==> src/rtl/edo_oe_pkg.sv <==
package edo_oe_pkg;

    // Per-lane output-drive state
    typedef enum logic [2:0] {
        LS_IDLE     = 3'd0,
        LS_READ     = 3'd1,
        LS_EDO_HOLD = 3'd2,
        LS_OFF_WAIT = 3'd3,
        LS_PARKED   = 3'd4,
        LS_WRITE    = 3'd5
    } lane_state_t;

    // Bit positions inside the synchronized strobe bundle
    localparam int STB_W   = 5;
    localparam int STB_RAS = 4;
    localparam int STB_CLO = 3;
    localparam int STB_CHI = 2;
    localparam int STB_WE  = 1;
    localparam int STB_OE  = 0;

endpackage

==> src/rtl/edo_strobe_sync.sv <==
module edo_strobe_sync #(
    parameter int          W       = 5,
    parameter int          STAGES  = 2,
    parameter logic [W-1:0] RST_VAL = '1
) (
    input  logic         clk,
    input  logic         rst_n,
    input  logic [W-1:0] async_i,
    output logic [W-1:0] sync_o
);

    logic [W-1:0] stage_q [STAGES];

    always_ff @(posedge clk or negedge rst_n) begin
        if (!rst_n) begin
            for (int i = 0; i < STAGES; i++) stage_q[i] <= RST_VAL;
        end else begin
            stage_q[0] <= async_i;
            for (int i = 1; i < STAGES; i++) stage_q[i] <= stage_q[i-1];
        end
    end

    assign sync_o = stage_q[STAGES-1];

endmodule

==> src/rtl/edo_lane_ctrl.sv <==
module edo_lane_ctrl
    import edo_oe_pkg::*;
#(
    parameter int LANE_W       = 8,
    parameter int OE_HOLD_CYC  = 4,
    parameter int OE_PULSE_CYC = 3,
    parameter int OFF_DLY_CYC  = 3
) (
    input  logic              clk,
    input  logic              rst_n,
    input  logic              ras_s,
    input  logic              cas_s,
    input  logic              we_s,
    input  logic              oe_s,
    input  logic [LANE_W-1:0] rd_byte_i,
    output logic [LANE_W-1:0] data_o,
    output logic              drive_o,
    output logic              wr_o
);

    localparam int MAX_A   = (OE_HOLD_CYC > OE_PULSE_CYC) ? OE_HOLD_CYC : OE_PULSE_CYC;
    localparam int CNT_MAX = (MAX_A > OFF_DLY_CYC) ? MAX_A : OFF_DLY_CYC;
    localparam int CNT_W   = $clog2(CNT_MAX + 1);

    lane_state_t       st_q, st_d;
    logic [CNT_W-1:0]  cnt_q, cnt_d;
    logic [CNT_W:0]    cnt_inc;
    logic [CNT_W:0]    oe_thr;
    logic              oe_at_rise_q, oe_at_rise_d;
    logic [LANE_W-1:0] data_q, data_d;
    logic              wr_q, wr_d;
    logic              cas_d1_q, we_d1_q;
    logic              cas_fall, cas_rise, we_fall;

    always_comb begin
        cas_fall = cas_d1_q & ~cas_s;
        cas_rise = ~cas_d1_q & cas_s;
        we_fall  = we_d1_q & ~we_s;
        cnt_inc  = {1'b0, cnt_q} + 1'b1;
        oe_thr   = oe_at_rise_q ? (CNT_W+1)'(OE_HOLD_CYC) : (CNT_W+1)'(OE_PULSE_CYC);
    end

    // Next-state logic
    always_comb begin
        st_d         = st_q;
        cnt_d        = cnt_q;
        oe_at_rise_d = oe_at_rise_q;
        data_d       = data_q;
        wr_d         = 1'b0;
        if (cas_fall) begin
            cnt_d = '0;
            if (ras_s) begin
                st_d = LS_IDLE;
            end else if (we_s) begin
                st_d   = LS_READ;
                data_d = rd_byte_i;
            end else begin
                st_d = LS_WRITE;
                wr_d = 1'b1;
            end
        end else begin
            unique case (st_q)
                LS_IDLE, LS_PARKED: begin
                end
                LS_READ: begin
                    if (cas_rise) begin
                        cnt_d        = '0;
                        oe_at_rise_d = oe_s;
                        st_d         = ras_s ? LS_OFF_WAIT : LS_EDO_HOLD;
                    end else if (we_fall && oe_s) begin
                        st_d = LS_WRITE;
                        wr_d = 1'b1;
                    end
                end
                LS_EDO_HOLD: begin
                    if (ras_s) begin
                        st_d  = LS_OFF_WAIT;
                        cnt_d = '0;
                    end else if (!we_s) begin
                        st_d = LS_PARKED;
                    end else if (oe_s) begin
                        if (cnt_inc >= oe_thr) st_d = LS_PARKED;
                        else cnt_d = cnt_inc[CNT_W-1:0];
                    end else begin
                        cnt_d = '0;
                    end
                end
                LS_OFF_WAIT: begin
                    if (cnt_inc >= (CNT_W+1)'(OFF_DLY_CYC)) st_d = LS_IDLE;
                    else cnt_d = cnt_inc[CNT_W-1:0];
                end
                LS_WRITE: begin
                    if (cas_rise) st_d = ras_s ? LS_IDLE : LS_PARKED;
                end
                default: st_d = LS_IDLE;
            endcase
        end
    end

    // State register
    always_ff @(posedge clk or negedge rst_n) begin
        if (!rst_n) begin
            st_q         <= LS_IDLE;
            cnt_q        <= '0;
            oe_at_rise_q <= 1'b0;
            data_q       <= '0;
            wr_q         <= 1'b0;
            cas_d1_q     <= 1'b1;
            we_d1_q      <= 1'b1;
        end else begin
            st_q         <= st_d;
            cnt_q        <= cnt_d;
            oe_at_rise_q <= oe_at_rise_d;
            data_q       <= data_d;
            wr_q         <= wr_d;
            cas_d1_q     <= cas_s;
            we_d1_q      <= we_s;
        end
    end

    // Outputs
    always_comb begin
        unique case (st_q)
            LS_READ, LS_EDO_HOLD, LS_OFF_WAIT: drive_o = ~oe_s;
            default:                           drive_o = 1'b0;
        endcase
        data_o = data_q;
        wr_o   = wr_q;
    end

    // a parked lane stays parked and silent until a column fall
    a_r6_parked_sticky: assert property (@(posedge clk) disable iff (!rst_n)
        (st_q == LS_PARKED && !cas_fall) |=> (st_q == LS_PARKED && !drive_o));

    a_r11_data_only_on_cas_fall: assert property (@(posedge clk) disable iff (!rst_n)
        !cas_fall |=> $stable(data_o));

    a_r8_late_write_inhibit: assert property (@(posedge clk) disable iff (!rst_n)
        (st_q == LS_READ && !cas_fall && !cas_rise && we_fall && !oe_s)
            |=> (st_q == LS_READ && !wr_o));

    a_r9_write_pulse_single: assert property (@(posedge clk) disable iff (!rst_n)
        wr_o |=> !wr_o);

    a_r7_off_wait_expires: assert property (@(posedge clk) disable iff (!rst_n)
        (st_q == LS_OFF_WAIT && !cas_fall && cnt_q == CNT_W'(OFF_DLY_CYC - 1))
            |=> (st_q == LS_IDLE));

    a_r12_refresh_silent: assert property (@(posedge clk) disable iff (!rst_n)
        (cas_fall && ras_s) |=> (!drive_o && !wr_o));

endmodule

==> src/rtl/edo_oe_top.sv <==
module edo_oe_top
    import edo_oe_pkg::*;
#(
    parameter int DQ_W         = 16,
    parameter int SYNC_STAGES  = 2,
    parameter int OE_HOLD_CYC  = 4,
    parameter int OE_PULSE_CYC = 3,
    parameter int OFF_DLY_CYC  = 3
) (
    input  logic            clk,
    input  logic            rst_n,
    input  logic            ras_n_i,
    input  logic            cas_lo_n_i,
    input  logic            cas_hi_n_i,
    input  logic            we_n_i,
    input  logic            oe_n_i,
    input  logic [DQ_W-1:0] rd_data_i,
    output logic [DQ_W-1:0] dq_o,
    output logic [1:0]      drive_en_o,
    output logic [1:0]      wr_en_o
);

    localparam int LANES  = 2;
    localparam int LANE_W = DQ_W / LANES;

    logic [STB_W-1:0] stb_raw, stb_s;
    logic [LANES-1:0] cas_s;

    assign stb_raw = {ras_n_i, cas_lo_n_i, cas_hi_n_i, we_n_i, oe_n_i};

    edo_strobe_sync #(
        .W       (STB_W),
        .STAGES  (SYNC_STAGES),
        .RST_VAL ({STB_W{1'b1}})
    ) u_sync (
        .clk     (clk),
        .rst_n   (rst_n),
        .async_i (stb_raw),
        .sync_o  (stb_s)
    );

    assign cas_s = {stb_s[STB_CHI], stb_s[STB_CLO]};

    for (genvar g = 0; g < LANES; g++) begin : g_lane
        edo_lane_ctrl #(
            .LANE_W       (LANE_W),
            .OE_HOLD_CYC  (OE_HOLD_CYC),
            .OE_PULSE_CYC (OE_PULSE_CYC),
            .OFF_DLY_CYC  (OFF_DLY_CYC)
        ) u_lane (
            .clk       (clk),
            .rst_n     (rst_n),
            .ras_s     (stb_s[STB_RAS]),
            .cas_s     (cas_s[g]),
            .we_s      (stb_s[STB_WE]),
            .oe_s      (stb_s[STB_OE]),
            .rd_byte_i (rd_data_i[g*LANE_W +: LANE_W]),
            .data_o    (dq_o[g*LANE_W +: LANE_W]),
            .drive_o   (drive_en_o[g]),
            .wr_o      (wr_en_o[g])
        );
    end

    // a lane whose own column strobe has stayed high cannot start a write
    a_r10_lane_own_strobe: assert property (@(posedge clk) disable iff (!rst_n)
        (cas_s[0] && $past(cas_s[0])) |=> !wr_en_o[0]);

endmodule

==> config.mk <==
export PLATFORM = sky130hd
export DESIGN_NAME = edo_oe_top
export DESIGN_NICKNAME = d
export VERILOG_FILES = /design/src/rtl/edo_oe_pkg.sv /design/src/rtl/edo_strobe_sync.sv /design/src/rtl/edo_lane_ctrl.sv /design/src/rtl/edo_oe_top.sv
export SDC_FILE = /design/constraint.sdc
export NUM_CORES = 1
export LEC_CHECK = 0
export ABC_AREA = 1
export BUFFER_PORTS_ARGS = -buffer_cell sky130_fd_sc_hd__buf_2
export CAP_MARGIN = 20
export CELL_PAD_IN_SITES_DETAIL_PLACEMENT = 2
export CELL_PAD_IN_SITES_GLOBAL_PLACEMENT = 2
export CORE_UTILIZATION = 36
export DETAILED_ROUTE_END_ITERATION = 8
export PLACE_DENSITY_LB_ADDON = 0.1
export SLEW_MARGIN = 20
export SYNTH_ARGS = -nofsm -noshare
export SYNTH_HDL_FRONTEND = slang
export SYNTH_HIERARCHICAL = 1
export SYNTH_SLANG_ARGS = --single-unit
==> constraint.sdc <==
create_clock -name clk -period 2.9 [get_ports clk]
set_input_delay 0.725 -clock clk [delete_from_list [all_inputs] [get_ports clk]]
set_output_delay 0.725 -clock clk [all_outputs]
set_load 0.03 [all_outputs]
Yosys cells after proc, flatten, opt, wreduce, memory -nomap -nowiden
Index checks and enable logic that the tools add are counted.

Bitwise operators: 14. Equal/unequal tests: 30. Magnitude comparators: 4. Reductions and logical operators: 17. Mux-type cells: 52. $add $sub $neg: 2.

Operators with widths (count): two-way mux 3 bit (36); case mux 3 bit (5 select lines) (2); != test 5 x 4 -> 1 bit (second input constant) (4); != test 3 x 1 -> 1 bit (second input constant) (6); case mux 3 bit (3 select lines) (2); == test 3 x 2 -> 1 bit (second input constant) (4); == test 3 bit (second input constant) (4); two-way mux 1 bit (12); AND reduction 3 bit (4); AND reduction 6 bit (2); != test 5 x 3 -> 1 bit (second input constant) (2); AND reduction 5 bit (2); NOT 1 bit (9); adder 3 x 1 -> 4 bit (second input constant) (2); greater-or-equal comparator 4 x 2 -> 1 bit (second input constant) (2); greater-or-equal comparator 4 bit (2); != test 4 x 3 -> 1 bit (second input constant) (2); nonzero test 4 bit (2); == test 3 x 1 -> 1 bit (second input constant) (2); zero test 3 bit (2); != test 3 x 2 -> 1 bit (second input constant) (2); OR reduction 3 bit (2); bitwise AND 1 bit (5); != test 2 x 1 -> 1 bit (second input constant) (2); other kinds (4) (5).

Register bits: 45. Bits of input ports: 23. Logic and storage cells: 134. Output and inout bits: 20.

Depth between registers and ports, before layout
Gate-level depths: netlist (run 1).

Depth in word-level cells: 8. Depth in mapped cells: 15. Depth with buffers taken out: 15.

Cells and area by module
The synthesis (run 1) kept the hierarchy.

By module, submodules not included: edo_lane_ctrl (area an instance 1136.1 µm², times used 2, seq. area each 452.9 µm², cells each 139); edo_strobe_sync (area an instance 300.3 µm², times used 1, seq. area each 262.8 µm², cells each 15).

Least setup slack after synthesis (run 1)
Ideal clock, no wire load.

Path type: register -> output. From: register u_sync.stage_q, in the netlist u_sync/sync_o[0]. To: output port drive_en_o[0]. Path buffers: 1. Cell stages (with the launch flop): 3. Required time: 2.175 ns. Path slack: 0.995 ns. Arrival: 1.180 ns. Cell sequence: dfstp_2 buf_4 nor3_1.

Word-level cells in the longest chain between the ends: 2.

RTL lines: start, declared (line edo_strobe_sync.sv:12) `logic [W-1:0] stage_q [STAGES];`; NOT 1 bit (line edo_lane_ctrl.sv:124) `LS_READ, LS_EDO_HOLD, LS_OFF_WAIT: drive_o = ~oe_s;`; two-way mux 1 bit (line edo_lane_ctrl.sv:123) `unique case (st_q)`; end, declared (line edo_oe_top.sv:19) `output logic [1:0] drive_en_o,`.

No other way between the ends.

Worst setup path in the final report (run 1)
Ends and elaborated chain as after synthesis.

==> flow_results.org, run 1 <==
** Timing
- Setup_tns :: 0 ns
- Skew final :: about 0.009 ns
- The max-slew violation count was 0.
- Final setup violation count :: 0
- Tightest slew margin relative to the limit :: 0.660
- The total count of hold-check failures in the final report is 0.
- Fmax :: approximately 500 MHz
- Dividing the final minimum period by the clock period gives 0.685.
- Unrepaired setup endpoints after global routing :: no
- Final worst path period need :: ~2.0 ns
- For the pin with the worst max-slew slack, the measured transition is just over 0.5 ns.

** Clock tree
- Reg clk slew, reported paths :: around 0.09 ns
- In this run, post-CTS repair resized a total of 0 instances.
- In this run the post-CTS setup repair buffer count came out at 0.
- CTS root buffer :: clkbuf_8
- Hold-fix buffer count after cts :: 0
- The longest clock path from root to sink contains 2 buffers.
- Count of H-tree levels built during CTS :: 2
- Clk_lat worst skew :: ~0.30 ns
- The clock net in this run drives a total of 46 sinks.
- TritonCTS created 5 clock buffers.
- CTS tree :: done

** Job
- Number of max-cap violations :: 0

** Synth
- After synthesis, the share of flip-flops with an asynchronous set or reset is 1.00.
- Total nets after synthesis :: approximately 330
- Area share of the largest cell type after synthesis :: 0.311
- Sequential area share after synthesis :: 0.454
- The commonest cells after synthesis are 78 x nand2_1, 40 x inv_1, 32 x dfrtp_1, 24 x nand3_1.
- Post-synthesis area per instance :: 8.78 um^2
- After synthesis, the largest family of logic cells by area is simple AND/OR/NAND/NOR gates.
- The cell count after synthesis came out at between 200 and 300.
- Parity-gate share of the synthesized area counting xor and xnor cells :: 0
- Of the post-synthesis cell area, the part taken by muxes is 0.0700.
- Mapped cell area :: ~2600 um^2
- Counting flops with a built-in enable in the synthesized netlist gives 0.
- Fraction of the mapped netlist area in simple logic gates :: 0.284
- Synthesis inferred 46 register bits.
- Yosys warns :: 6
- Most used standard cell by instance count after synthesis :: nand2_1
- Synth area leader :: dfrtp_1
- Post-synthesis compound-gate area fraction :: 0.0350
- Post-synthesis adder-cell area fraction :: 0.0778
- Synth area leaders :: dfrtp_1 31%, dfstp_2 14%, nand2_1 11%, ha_1 7.8%, mux2_2 7.0%
- Dominant register cell in the synthesized netlist :: dfrtp_1
- Yosys cell types :: 22

** Place
- Detailed placement finished with a half-perimeter wire length of roughly 5.3 mm.
- The placed instances occupy a cell area of roughly 2900 um^2.
- Routability-driven placement congestion ratio :: 0.762
- In this run the tool buffered the top-level ports with 42 buffer cells.

** Worst setup path
- The critical path in this run is classified as flop to output port.
- In this run the worst path has a maximum fanout of 8.
- Required time at the worst-slack endpoint :: 2.17 ns
- Element type at the critical path end :: output port
- STA classifies the critical path startpoint as a flop.
- Critical Path AT :: 1.26 ns

** Global route
- The via count of the first global-routing pass was between 2000 and 2500.
- The total overflow left after global routing is 0.
- Entering global routing, the biggest net connects 24 pins.
- Across every metal layer, demand over resource in global routing totals 0.197.
- The first global-routing pass estimated approximately 11 mm of wire.
- Antenna violations before repair :: 0

** Routing
- The routed layout has approximately 2100 vias.
- Routed WL per cell :: around 15 um
- Total wire length :: about 6.6 mm
- In the routed design, unresolved DRC markers number 0.
- Iteration-0 DRC count of the detailed router :: 44
- In the routed layout, each cell is associated on average with a via count of around 4.8.
- The detail route stage leaves a number of antenna-violating nets equal to 0.
- The pre-antenna-repair detailed-routing pass consisted of 4 iterations.

** Cells and area
- Of the cells placed in the final design, the portion with a size suffix greater than 1 is 0.322.
- For this run, the post-layout net count is ~380.
- The finished cells cover 2960 um^2.
- The number of antenna diodes in the final layout is 0.
- Area grow syn2layout :: 15.2%

** Pwr
- The design draws 0.00205 W.
- Worst ir drop on vdd :: 0.000305 V
- In this run the power density over the cells is roughly 690 nW/um^2.
- Leakage dissipation :: 1.52 nW

** Floorplanning
- From bottom edge to top edge, the die measures around 87 um.
- Pin placement for this block handled between 40 and 50 I/O pins.
- The die is ~87 um wide.
- Die area :: about 7500 um^2
- Placeable core region :: just under 7000 um^2
- Initial cell density of the core :: 0.377
- Row generation in the floorplan step produced 30 rows.

** Outcome
- Outcome :: finished clean

** Worst hold path
- Class of the tightest hold or removal check :: flop to flop
cell type report:
cell class                 instances  area, um^2
clock buffer                       5        68.8
clock inverter                     2        15.0
fill                             814        3870
inverter                          44         165
multi-input combinational        198        1200
sequential                        46        1170
tap                               96         120
timing repair buffer              44         225
cell families after synthesis:
logic type                 after synthesis
and+or+nand+nor                        150
muxes                                   16
AOI/OAI and AO/OA                       16
buffers and inverters                   49
adders and majority gates               16
DFF                                     46
path summary, 6_finish.rpt:
path / startpoint / end / slack [ns] / cells after the start
worst max-delay path: u_sync/sync_o[0] / drive_en_o[0] / 0.91 / 2
worst min-delay path: u_sync/stage_q[5] / u_sync/sync_o[0] / 0.35 / 0
worst max register to register: g_lane[1].u_lane/cnt_q[0] / g_lane[1].u_lane/cnt_q[0] / 0.96 / 14
worst min register to register: u_sync/stage_q[5] / u_sync/sync_o[0] / 0.35 / 0
max in group asynchronous: rst_n / g_lane[1].u_lane/cas_d1_q / 1.89 / 2
min in group asynchronous: rst_n / g_lane[0].u_lane/data_o[2] / 0.38 / 1
report_power, final:
group	internal [W]	leakage [nW]	switching [W]
Clock	0.000165	0.0362	0.000230
Sequential	0.000757	0.548	0.000113
Combinational	0.000270	0.933	0.000518
Total	0.00119	1.52	0.000861
critical path: stages (launching register included):
cell     delay, ns
dfstp_2       0.68
nor3_1        0.09
buf_2         0.19
flip-flops by register name, indices dropped and copies added, names as in the netlist:
register / count
g_lane.u_lane/oe_at_rise_q: 2
u_sync/stage_q: 5
g_lane.u_lane/cnt_q: 6
u_sync/sync_o: 5
g_lane.u_lane/cas_d1_q: 2
g_lane.u_lane/wr_o: 2
g_lane.u_lane/data_o: 16
g_lane.u_lane/st_q: 6
g_lane.u_lane/we_d1_q: 2
stage by stage:
stage	cells	worst slack (ns)	utilization	hold WS, ns
4_1_cts	435	0.898	0.434	0.355
3_3_place_gp	428	1.03	0.422	0.345
5_1_grt	435	0.749	0.434	0.365
6_report	435	0.914	0.434	0.351
3_5_place_dp	428	0.937	0.422	0.347
2_1_floorplan	293	0.995	-	0.345
layout by cell type, fill, tap and decap left out, types with 5 or more instances in the layout:
cell type   n
nand3_2     6
mux2_2     16
clkbuf_8    5
nor2_4      6
buf_2      42
inv_1      40
nand2_2    10
dfrtp_1    32
nand3_1    24
dfstp_2    14
o21ai_0     8
ha_1       16
nand2_1    78
nor2_1     16
per-layer routing:
layer | wire length [um] | GRT usage
met2 | 3500 | 0.361
met3 | 218 | 0.0410
met5 | 0 | 0
met1 | 2890 | 0.236
met4 | 31 | 0.0485
Power figures use the tool's default switching activity.
==> run 2: changes to the inputs <==
Settings changed: CORE_UTILIZATION 36 to 30.
Clock period 2.9 ns to 1.8 ns, I/O delays scaled along.
==> run 2 against run 1 <==
Via count increased by 1.5%. Die area increased by 20%. Sequential share of layout area decreased by 3.5 points. Utilization decreased by 3.7 points. Sequential cell count unchanged. Clock skew decreased by 0.0035 ns. Register-to-register slack got worse by 0.94 ns. Largest power group is now combinational cells.
==> flow_results.org, run 2 (synthesis results as in run 1) <==
** Timing
- For the finished layout, the period the worst path requires is 1.78 ns.
- Headroom to the max-slew limit came out at 0.735.
- Hold Worst Slack :: 0.110 ns
- At the pin with the least slew margin, the transition time is a little under 0.4 ns.
- Total count of max-transition violations in the final report :: 0
- For this run, the top clock speed supported by timing is approximately 560 MHz.
- Setup violations remaining at the end of the flow were counted as 0.
- Hold Violations, Final :: 0
- Fin worst setup slack :: around 0.025 ns
- In the finished design, the share of the clock period the worst path needs comes to 0.986.
- Skew final :: 0.00540 ns
- Unrepaired setup endpoints after global routing :: yes

** Job
- Number of max-cap violations :: 0

** Cells and area
- The library cell used most frequently in the layout, excluding fill and tap cells, is nand2_1.
- The number of antenna diodes in the final layout is 0.
- Layout cells sized above 1 :: 0.464
- The finished cells cover 3280 um^2.
- The area growth from synthesis to layout is 27.3%.
- Most frequent cells in the layout :: 59 x nand2_1, 42 x buf_2, 35 x inv_1
- The register with the most flip-flops in the layout has 16 of them.
- Final-stage net count :: a little under 400

** Routing
- Iteration-0 DRC count of the detailed router :: 44
- In the routed design, unresolved DRC markers number 0.
- Via Count :: approximately 2100
- Total wire length :: around 6.5 mm
- Via/cell ratio :: 4.67
- Routed WL per cell :: ~14 um
- Detailed Routing Iterations Pass 1 :: 4
- Antenna viol nets, final :: 0

** Worst setup path
- Data on the critical path is required at its endpoint by between 2 and 2.5 ns.
- STA classifies the critical path endpoint as a flop.
- Counting stages on the worst path, the most repeated cell is nand2_1.
- Highest-delay cell along the critical path :: dfrtp_2
- For flop-to-flop paths, the worst setup slack is around 0.025 ns.
- The startpoint identified for the worst register-to-register timing path is g_lane[1].u_lane/cnt_q[0].
- Critical Path, Cell by Cell :: inv_2 -> ha_4 -> inv_2 -> ha_4 -> nand2_2 -> nand2_1 -> nand2_1 -> nand2_1 -> nand2_2 -> nand2_2 -> nand2_4 -> nand2_4 -> nand2_1 -> nand2_1
- Critical path capture point :: g_lane[1].u_lane/cnt_q[1]
- WP depth :: 14
- By startpoint and endpoint, the worst setup path is classified as flop to flop.
- For the worst flop-to-flop path, the logic depth is 14.
- Worst path max stage delay :: 0.43 ns
- CP top delay family :: simple AND/OR/NAND/NOR gates
- Capturing point of the worst reg2reg path :: g_lane[1].u_lane/cnt_q[1]
- Critical path startpoint :: g_lane[1].u_lane/cnt_q[0]
- Peak fanout along the critical path :: 4
- The number of buffers and inverters on the critical path is 2.
- Data arrives at the worst endpoint at roughly 2 ns.
- STA classifies the critical path startpoint as a flop.

** Clock tree
- The clock drives 46 sinks.
- CTS root buffer :: clkbuf_8
- The clock reaches the later pin of the worst-skew pair after ~0.31 ns.
- In this run the number of H-tree levels came out at 2.
- The clock passes through at most 2 buffers.
- TritonCTS created 5 clock buffers.
- Reg clk slew, reported paths :: around 0.09 ns
- CTS tree :: done

** Worst hold path
- The worst hold path belongs to the class input pin to async pin.

** Place
- At the placement stage, the worst setup path has a slack of -0.125 ns.
- Routability-driven placement congestion ratio :: around 0.74
- Summed over all nets, the half-perimeter wirelength after detailed placement is roughly 5 mm.
- Number of buffer cells added on primary ports :: 42
- In this run the cell area measured after placement is 2940 um^2.

** Global route
- The number of antenna violations at the first check in global routing is 0.
- Number of global-route vias before repair :: 2316
- For this run, the total global-route usage over all layers was measured as 0.159.
- Largest net degree at the start of global routing :: between 40 and 50
- Summed over all layers, the global routing overflow is 0.
- The first global-routing pass estimated ~11 mm of wire.

** Outcome
- The flow ran to the end, and the final reports show no timing, DRC or antenna violations.

** Floorplanning
- Initial cell density of the core :: 0.312
- From left edge to right edge, the die measures 94.6 um.
- Die outline height :: between 90 and 100 um
- Row generation in the floorplan step produced 33 rows.
- Placeable core region :: approximately 8300 um^2
- Pin placement for this block handled 43 I/O pins.
- Die area :: about 8900 um^2

** Pwr
- Summed over all cells, the static leakage comes to 1.58 nW.
- Dividing total power by cell area gives a power density of approximately 1100 nW/um^2.
- The worst-case IR drop observed on VDD is approximately 0.00044 V.
[run 2: worst min-delay path by stage]
stage	from	to	depth (start not counted)
finish	rst_n	g_lane[0].u_lane/st_q[0]	2
global route	rst_n	g_lane[0].u_lane/st_q[0]	2
detailed placement	u_sync/stage_q[6]	u_sync/sync_o[1]	0
global placement	u_sync/stage_q[9]	u_sync/sync_o[4]	0
floorplan	rst_n	g_lane[0].u_lane/cnt_q[0]	0
CTS	rst_n	g_lane[0].u_lane/st_q[0]	2
[run 2: stage by stage]
stage	utilization	TNS [ns]	total power (W)	std cells
after floorplan	-	0	0.00233	293
after global placement	0.356	-0.575	0.00267	442
after detailed placement	0.356	-0.714	0.00272	442
after CTS	0.374	-0.171	0.00346	450
after global routing	0.397	-0.613	0.00381	454
final	0.397	0	0.00352	454
[run 2: layout make-up]
type / instances / area [um^2]
Fill cell: 935 / 4980
Multi-Input combinational cell: 198 / 1390
Sequential cell: 46 / 1180
Timing Repair Buffer: 53 / 313
Inverter: 44 / 170
Tap cell: 105 / 131
Clock buffer: 5 / 68.8
Clock inverter: 3 / 22.5
[run 2: metal layers]
layer | GRT usage | routed length, um | vias up
met5 | 0 | 0 | -
met4 | 0.0379 | 60 | 0
met3 | 0.0330 | 197 | 6
met2 | 0.276 | 3320 | 36
met1 | 0.203 | 2930 | 1040
li1 | - | - | 1039
[run 2: timing repair]
| action | CTS | global route |
|---|---|---|
| endpoints found under the setup margin | 12 | 13 |
| endpoints found under the hold margin | 0 | 0 |
| setup buffers | 0 | 4 |
| hold buffers | 0 | 0 |
| gates resized for setup | 13 | 41 |
| pin swaps | 11 | 21 |
[run 2: worst reg2reg max path, cell delays in order, from the launching register on]
cell and delay (ns):
dfrtp_2 0.43, inv_2 0.06, ha_4 0.27, inv_2 0.04, ha_4 0.25, nand2_2 0.04
nand2_1 0.05, nand2_1 0.05, nand2_1 0.07, nand2_2 0.07, nand2_2 0.10, nand2_4 0.07
nand2_4 0.10, nand2_1 0.06, nand2_1 0.06
[run 2: power breakdown]
group	switching [W]	leakage (nW)	total (W)	internal (W)
clock network	0.000387	0.0489	0.000668	0.000282
registers	0.000191	0.539	0.00142	0.00122
logic	0.000921	0.995	0.00144	0.000520
==> run 3: changes to the inputs <==
Settings changed: MAX_ROUTING_LAYER set to met4.
==> run 3 against run 2 <==
Clock power is essentially flat. Highest routed layer unchanged. Critical path type unchanged. Routed wire length is essentially flat. Clock-buffer cell count is the same. Final area is the same.
==> flow_results.org, run 3 (synthesis results as in run 1) <==
** Clock tree
- Number of clock sinks seen by CTS :: 46
- TritonCTS built the clock tree.
- Counting the buffers created by CTS gives 5.
- Clock tree synthesis selected as its root buffer the cell clkbuf_8.
- Maximum clock path buffer count :: 2
- In this run, post-CTS hold repair placed 0 buffers.
- Clk_lat worst skew :: about 0.31 ns
- Clock-pin slew was measured on the worst setup and hold paths at approximately 0.090 ns.
- The clock tree synthesis step divided the H-tree into 2 levels.

** Worst setup path
- Worst path max stage delay :: about 0.43 ns
- The worst setup path is of the flop to flop kind.
- Counting both buffers and inverters, the worst setup path holds a total of 2.
- The signal on the critical path passes through inv_2 -> ha_4 -> inv_2 -> ha_4 -> nand2_2 -> nand2_1 -> nand2_1 -> nand2_1 -> nand2_2 -> nand2_2 -> nand2_4 -> nand2_4 -> nand2_1 -> nand2_1.
- Element type at the critical path end :: flop
- Critical Path AT :: around 2 ns
- Cell occurring most often along the worst timing path :: nand2_1
- Peak fanout along the critical path :: 4
- Nature of the critical path startpoint :: flop
- Highest-delay cell along the critical path :: dfrtp_2
- For the worst setup path, the data required time is about 2 ns.
- CP top delay family :: simple AND/OR/NAND/NOR gates

** Global route
- Number of global-route vias before repair :: approximately 2300
- Remaining global-route overflow :: 0
- The first global-routing pass estimated between 10 and 15 mm of wire.
- Tot GR Track Use :: 0.164
- Entering global routing, the biggest net connects between 40 and 50 pins.
- The number of antenna violations at the first check in global routing is 0.

** Floorplanning
- Initial cell density of the core :: 0.312
- The floorplan step set the die height to 94.6 um.
- The floorplan step defined a die boundary enclosing roughly 8900 um^2.
- Number of primary I/O pins :: 43
- Measured along the x axis, the die boundary spans between 90 and 100 um.
- Cell Rows :: 33
- Placeable core region :: between 8000 and 9000 um^2

** Cells and area
- Number of diodes :: 0
- The register with the most flip-flops in the layout has 16 of them.
- The library cells used most frequently in the layout, excluding fill and tap cells, are 59 x nand2_1, 42 x buf_2, 35 x inv_1.
- Once layout is complete, the utilization of the core stands at 0.397.
- Compared with the post-synthesis result, the final layout area differs by 27.3%.
- For this run, the post-layout net count is 387.
- Most common cell after layout, fill and taps aside :: nand2_1
- Layout cells sized above 1 :: 0.464

** Timing
- Skew final :: between 0.005 and 0.006 ns
- The worst path in the final design needs a cycle of 1.78 ns, including I/O delays and setup.
- The max-slew violation count came to 0.
- Unrepaired setup endpoints after global routing :: yes
- In the finished design, the share of the clock period the worst path needs comes to 0.986.
- Hold Violations, Final :: 0
- Fmax :: ~560 MHz
- Tightest slew margin relative to the limit :: 0.735
- Setup violations remaining at the end of the flow were counted as 0.
- At the pin with the least slew margin, the transition time is between 0.3 and 0.4 ns.

** Routing
- Iteration-0 DRC count of the detailed router :: 53
- The detailed router placed about 2100 vias in this run.
- Routed WL per cell :: 14.4 um
- After detailed routing, the number of remaining DRC violations is 0.
- Before antenna repair, the detailed router went through 4 iterations.
- Total wire length :: ~6.5 mm
- After detailed routing, the number of vias per cell comes to about 4.7.
- Antenna viol nets, final :: 0

** Job
- Number of max-cap violations :: 0

** Pwr
- Power density over cell area :: between 1000 and 1500 nW/um^2
- Total Power Consumption :: 0.00353 W
- Leakage dissipation :: approximately 1.6 nW
- Across the VDD grid, the largest voltage drop is roughly 0.00044 V.

** Outcome
- The run finished with clean final reports.

** Worst hold path
- The min-delay analysis places its worst path in the category input pin to async pin.

** Place
- Input and output buffers added on the ports amount to 42.
- Routability-driven placement congestion ratio :: about 0.75
- The HPWL after detailed placement is about 5 mm.
[run 3: cell counts in the layout (fill, tap and decap cells not counted)]
Identical to the previous run, type by type.
[run 3: worst register-to-register path: cells and delay by family, from the launching register on]
kind / cells / cell delay, ns
flops: 1 / 0.43
buf+inv: 2 / 0.10
simple gates: 10 / 0.67
fa+ha+maj: 2 / 0.52
[run 3: path summary, 6_finish.rpt]
| check | slack [ns] | end | startpoint | depth (start not counted) |
|---|---|---|---|---|
| max | 0.02 | g_lane[1].u_lane/cnt_q[1] | g_lane[1].u_lane/cnt_q[0] | 14 |
| max in group asynchronous | 1.41 | u_sync/stage_q[5] | rst_n | 2 |
| min in group clk | 0.23 | u_sync/stage_q[8] | cas_lo_n_i | 1 |
| min | 0.11 | g_lane[0].u_lane/st_q[0] | rst_n | 2 |
| max reg2reg | 0.02 | g_lane[1].u_lane/cnt_q[1] | g_lane[1].u_lane/cnt_q[0] | 14 |
| min reg2reg | 0.36 | u_sync/sync_o[1] | u_sync/stage_q[6] | 0 |
[run 3: cell type report]
class | count | area [um^2]
Tap cell | 105 | 131
Clock buffer | 5 | 68.8
Timing Repair Buffer | 53 | 313
Sequential cell | 46 | 1180
Multi-Input combinational cell | 198 | 1390
Clock inverter | 3 | 22.5
Fill cell | 935 | 4980
Inverter | 44 | 170
[run 3: report_power, final]
group          total (W)  internal, W  switching [W]  leakage, nW
clock           0.000668     0.000281       0.000387       0.0489
combinational    0.00144     0.000520       0.000921        0.995
sequential       0.00142      0.00122       0.000192        0.539
[run 3: layer usage]
metal  up-vias  part of all wire  global-route usage
li1       1040                 -                   -
met1      1038              0.45               0.203
met2        36              0.51               0.276
met3         6             0.030              0.0330
met4         0            0.0087              0.0379
met5         -                 0                   -
[run 3: through the flow]
step	cells	setup WS [ns]	hold WS (ns)	setup TNS (ns)	area, um^2
detailed placement	442	-0.125	0.347	-0.714	2940
global placement	442	-0.105	0.346	-0.575	2940
floorplan	293	0.115	0.154	0	2570
global route	454	-0.0753	0.115	-0.613	3280
CTS	450	-0.0310	0.111	-0.171	3090
finish	454	0.0246	0.109	0	3280
[run 3: repair_timing]
action,in CTS,in global routing
setup endpoints to repair,12,13
gates resized for setup,13,41
buffers inserted,0,4
pin swaps,11,21
